File: config.mk
export PLATFORM = sky130hd
export DESIGN_NAME = pmul16x4
export DESIGN_NICKNAME = d
export VERILOG_FILES = /design/src/rtl/pmul_pkg.sv /design/src/rtl/pmul_lane_mult.sv /design/src/rtl/pmul_half_sel.sv /design/src/rtl/pmul16x4.sv
export SDC_FILE = /design/constraint.sdc
export NUM_CORES = 2
export LEC_CHECK = 0
export ABC_AREA = 1
export BUFFER_PORTS_ARGS = -buffer_cell sky130_fd_sc_hd__buf_2
export CELL_PAD_IN_SITES_DETAIL_PLACEMENT = 1
export CELL_PAD_IN_SITES_GLOBAL_PLACEMENT = 1
export CORE_UTILIZATION = 50
export CTS_CLUSTER_DIAMETER = 50
export DETAILED_ROUTE_END_ITERATION = 6
export PLACE_DENSITY_LB_ADDON = 0.1
export SKIP_LAST_GASP = 1
export SLEW_MARGIN = 20
export SYNTH_ARGS = -nofsm -noshare
export SYNTH_HDL_FRONTEND = slang
export SYNTH_SLANG_ARGS = --single-unit
File: constraint.sdc
create_clock -name clk -period 2.1 [get_ports clk]
set_input_delay 0.21 -clock clk [delete_from_list [all_inputs] [get_ports clk]]
set_output_delay 0.21 -clock clk [all_outputs]
set_load 0.005 [all_outputs]
File: src/rtl/pmul_pkg.sv
package pmul_pkg;
  typedef enum logic [1:0] {
    MODE_LOW   = 2'd0,
    MODE_HI_S  = 2'd1,
    MODE_HI_U  = 2'd2,
    MODE_ZERO  = 2'd3
  } pmul_mode_e;

  // Full 32-bit lane product, signed or unsigned interpretation
  function automatic logic [31:0] lane_product(input logic [15:0] a,
                                               input logic [15:0] b,
                                               input logic        uns);
    logic [31:0] ea;
    logic [31:0] eb;
    ea = uns ? {16'd0, a} : {{16{a[15]}}, a};
    eb = uns ? {16'd0, b} : {{16{b[15]}}, b};
    return ea * eb;
  endfunction

  // Half selection for one lane
  function automatic logic [15:0] pick_half(input logic [31:0] p,
                                            input pmul_mode_e  m);
    case (m)
      MODE_LOW:  return p[15:0];
      MODE_HI_S: return p[31:16];
      MODE_HI_U: return p[31:16];
      default:   return 16'd0;
    endcase
  endfunction
endpackage

File: src/rtl/pmul_lane_mult.sv
module pmul_lane_mult
  import pmul_pkg::*;
#(
  parameter int LW = 16,
  localparam int PW = 2 * LW
) (
  input  logic          clk,
  input  logic          rst_n,
  input  logic          en,
  input  logic          uns,
  input  logic [LW-1:0] a,
  input  logic [LW-1:0] b,
  output logic [PW-1:0] prod
);
  logic [PW-1:0] prod_next;
  assign prod_next = lane_product(a, b, uns);

  always_ff @(posedge clk or negedge rst_n) begin
    if (!rst_n)  prod <= '0;
    else if (en) prod <= prod_next;
  end
endmodule

File: src/rtl/pmul_half_sel.sv
module pmul_half_sel
  import pmul_pkg::*;
#(
  parameter int LW = 16,
  localparam int PW = 2 * LW
) (
  input  logic          clk,
  input  logic          rst_n,
  input  logic          en,
  input  pmul_mode_e    mode,
  input  logic [PW-1:0] prod,
  output logic [LW-1:0] half
);
  logic [LW-1:0] half_next;
  assign half_next = pick_half(prod, mode);

  always_ff @(posedge clk or negedge rst_n) begin
    if (!rst_n)  half <= '0;
    else if (en) half <= half_next;
  end
endmodule

File: src/rtl/pmul16x4.sv
module pmul16x4
  import pmul_pkg::*;
#(
  parameter int LANES = 4,
  parameter int LW    = 16,
  localparam int PW   = 2 * LW,
  localparam int DW   = LANES * LW
) (
  input  logic          clk,
  input  logic          rst_n,
  input  logic          op_valid,
  input  logic [1:0]    op_mode,
  input  logic [DW-1:0] op_a,
  input  logic [DW-1:0] op_b,
  output logic          res_valid,
  output logic [DW-1:0] res_data
);
  // Stage one control
  logic       s1_valid;
  pmul_mode_e s1_mode;
  logic       mode_unsigned;

  assign mode_unsigned = (pmul_mode_e'(op_mode) == MODE_HI_U);

  always_ff @(posedge clk or negedge rst_n) begin
    if (!rst_n) begin
      s1_valid <= 1'b0;
      s1_mode  <= MODE_LOW;
    end else begin
      s1_valid <= op_valid;
      if (op_valid) s1_mode <= pmul_mode_e'(op_mode);
    end
  end

  logic [PW-1:0] s1_prod [LANES];

  for (genvar i = 0; i < LANES; i++) begin : g_lane
    pmul_lane_mult #(.LW(LW)) u_mult (
      .clk  (clk),
      .rst_n(rst_n),
      .en   (op_valid),
      .uns  (mode_unsigned),
      .a    (op_a[i*LW +: LW]),
      .b    (op_b[i*LW +: LW]),
      .prod (s1_prod[i])
    );
    pmul_half_sel #(.LW(LW)) u_sel (
      .clk  (clk),
      .rst_n(rst_n),
      .en   (s1_valid),
      .mode (s1_mode),
      .prod (s1_prod[i]),
      .half (res_data[i*LW +: LW])
    );
  end

  always_ff @(posedge clk or negedge rst_n) begin
    if (!rst_n) res_valid <= 1'b0;
    else        res_valid <= s1_valid;
  end
endmodule

==> results.tsv <==
metric	value	unit
wl	260000	microns
tightest_slew	0.923	ns
hold_viol	0	
crit_path_frequent_cell	fa_1	
clkSinkCount	196	
syn_to_final_growth	30.1	%
nNetsFinal	10800	
fp-row-count	128	
netlist_top_cells_count	inv_1 (2356), nand2_1 (1730), fa_1 (1336)	
ys_async_sr_fraction	100	%
start_util	50.6	%
violations	setup timing	
hold_path.class	input port to flip-flop	
crit_fanout	6	
syn_area	61800	sq um
crit_slowest_cell	fa_1	
holdCritStartpoint	op_mode[0]	
drv_slew	0	
finClkSkew	0.0277	ns
critical-path-max-stage-delay	0.57	ns
numPortBuffers	197	
fin_tns_setup	-406.23	ns
max_freq	147	MHz
synth.avg_cell_area	7.99	sq um
finalCriticalPeriod	6.82	ns
first_pass_iters	6	
layout.cells.non_filler	10400	
worstSetupStartpointType	input port	
synth_edf_count	0	
htreeDepth	4	
cts_buffer_depth	2	
grt_usage	35.7	%
yosys.area.top_type_share	43.3	%
cts_tree	built	
cts_made_buffers	17	
drc_errors	0	
cp.arrival	7.19	ns
die_w	354	microns
globalplace.congestion	0.912	
critPathRequiredTime	2.47	ns
vias	58100	
max_slew_margin	38.5	%
dp_hpwl	187000	microns
antenna_found_initial	3	
drt-initial-drc-count	4174	
rsz0062_at_grt	true	
rr_startpoint	s1_mode[0]$_DFFE_PN0P_	
dp_cells	10300	
grt_max_degree	158	
finalCritPeriodShare	325	%
core_area	122000	sq um
cp-end-kind	flip-flop	
grt-ovfl-total	0	
wl_per_cell	24.9	microns
setup_slack	-4.72	ns
drv_cap	0	
ant_nets	0	
synth_nets	9720	
synthCells	7736	
die_area	125000	sq um
vias_per_cell	5.56	
fillCellCount	14200	
synth_cell_type_count	49	
finalSetupViolCount	116	
yosysSeqAreaShare	7.94	%
synth-main-ff-cell	dfrtp_1	
clkTransAtPathRegs	0.08	ns
status	complete, but fails checks	
path_class	input port to flip-flop	
holdWs	0.100	ns
ys_warn_count	0	
io_pins	198	
drive_gt1_share	27.4	%
clk_latency	0.51	ns
synthMostInstantiatedCell	inv_1	
ys_seq_elements	196	
synth_top_cells_by_area	fa_1 (43%), inv_1 (14%), nand2_1 (11%)	
die_h	354	microns
yosys.area.top_type	fa_1	
cp-startpoint	op_mode[1]	
grt_pass1_vias	63900	
root_buffer	clkbuf_16	
grt_pass1_wl	347000	microns
## cells in the final DEF, fill, tap and decap left out, types with 11 or more instances in the layout
cell type,netlist,final
nand3b_1,17,17
nand4_1,32,32
ha_1,515,318
buf_6,2,124
or2_4,0,12
buf_8,0,36
buf_4,2,1003
inv_1,2356,2210
xnor2_1,67,53
dfrtp_1,196,195
buf_2,13,136
nor3_4,0,11
xor2_2,0,12
nand3_1,234,205
a21oi_1,151,64
o21ai_0,283,168
fa_2,0,99
xor2_1,59,38
nand3_2,0,27
inv_2,8,146
o22ai_1,19,19
nand2_2,8,98
or2_2,38,27
a22o_1,11,11
nor2_2,6,48
a21oi_4,0,30
ha_4,0,194
a21o_1,23,23
a21oi_2,0,57
clkbuf_16,0,18
nand2_1,1730,1602
buf_12,0,55
o21ai_1,1,64
nor2_1,217,115
o21ai_2,0,43
fa_1,1336,1237
nand2_4,0,37
clkbuf_4,0,18
nor2_4,3,63
## final timing paths
path                                                    endpoint  slack, ns  cells after the start
min                                       s1_mode[0]$_DFFE_PN0P_       0.10                      4
max                        g_lane[0].u_mult.prod[31]$_DFFE_PN0P_      -4.72                     31
max in group asynchronous  g_lane[0].u_mult.prod[16]$_DFFE_PN0P_       1.05                      3
max reg2reg                 g_lane[2].u_sel.half[14]$_DFFE_PN0P_       0.07                      7
min in group asynchronous    g_lane[1].u_sel.half[9]$_DFFE_PN0P_       0.19                      2
min reg2reg                g_lane[2].u_mult.prod[31]$_DFFE_PN0P_       0.50                      2
## metal layers
layer	global-route usage (%)	share of wire [%]	up-vias
met5	0	0.0039	-
met4	14.5	7.5	2
met3	4.49	6.4	1244
met2	64.6	51	2794
met1	42.8	35	29800
li1	-	-	24300
## registers in the layout, indices dropped and copies added, names as in the netlist
register	flops
g_lane.u_mult.prod	128
res_valid	1
s1_mode	2
g_lane.u_sel.half	64
s1_valid	1
## worst max-delay path, delay by kind of cell
family / cells / cell delay, ns
adder cells (fa/ha/maj): 9 / 4.36
AND/OR/NAND/NOR: 9 / 1.31
buffers and inverters: 12 / 1.17
AO/OA/AOI/OAI: 1 / 0.12
## final cells by class
| class | instances | area [sq um] | share of cell area [%] |
|---|---|---|---|
| antenna | 3 | 7.51 | 0.00934 |
| clock buffer | 17 | 425 | 0.529 |
| clock inverter | 15 | 176 | 0.220 |
| inverter | 2364 | 8900 | 11.1 |
| multi-input combinational | 4843 | 52400 | 65.3 |
| sequential | 196 | 4910 | 6.11 |
| tap | 1625 | 2030 | 2.53 |
| timing repair buffer | 1376 | 11500 | 14.3 |
## stage by stage
step | worst slack (ns) | instance area [sq um] | utilization (%)
3_5_place_dp | -5.05 | 73800 | 60.4
3_3_place_gp | -4.91 | 73800 | 60.4
4_1_cts | -4.42 | 75800 | 62.0
5_1_grt | -4.91 | 80400 | 65.8
2_1_floorplan | -4.56 | 65400 | -
6_report | -4.72 | 80400 | 65.8
## repair_timing
item,CTS,global route
setup buffers,47,94
pin swaps,143,408
setup endpoints to repair,116,116
cloned,1,1
hold endpoints to repair,49,0
hold buffers,1,0
resized for setup,262,935
## cells by family (layout without fill, tap and decap cells)
kind of cell,after synthesis,in the layout,share of synthesized area (%)
fa+ha+maj,1851,1851,53.7
other cells,0,3,0
flops,196,196,7.94
simple gates,2317,2317,15.1
xor+xnor,127,127,1.82
compound gates,548,548,4.91
buf+inv,2697,3772,16.5
Power is left out: the tool's default activity adds up to more than one toggle a clock period on the data nets, which glitch-free logic cannot reach.
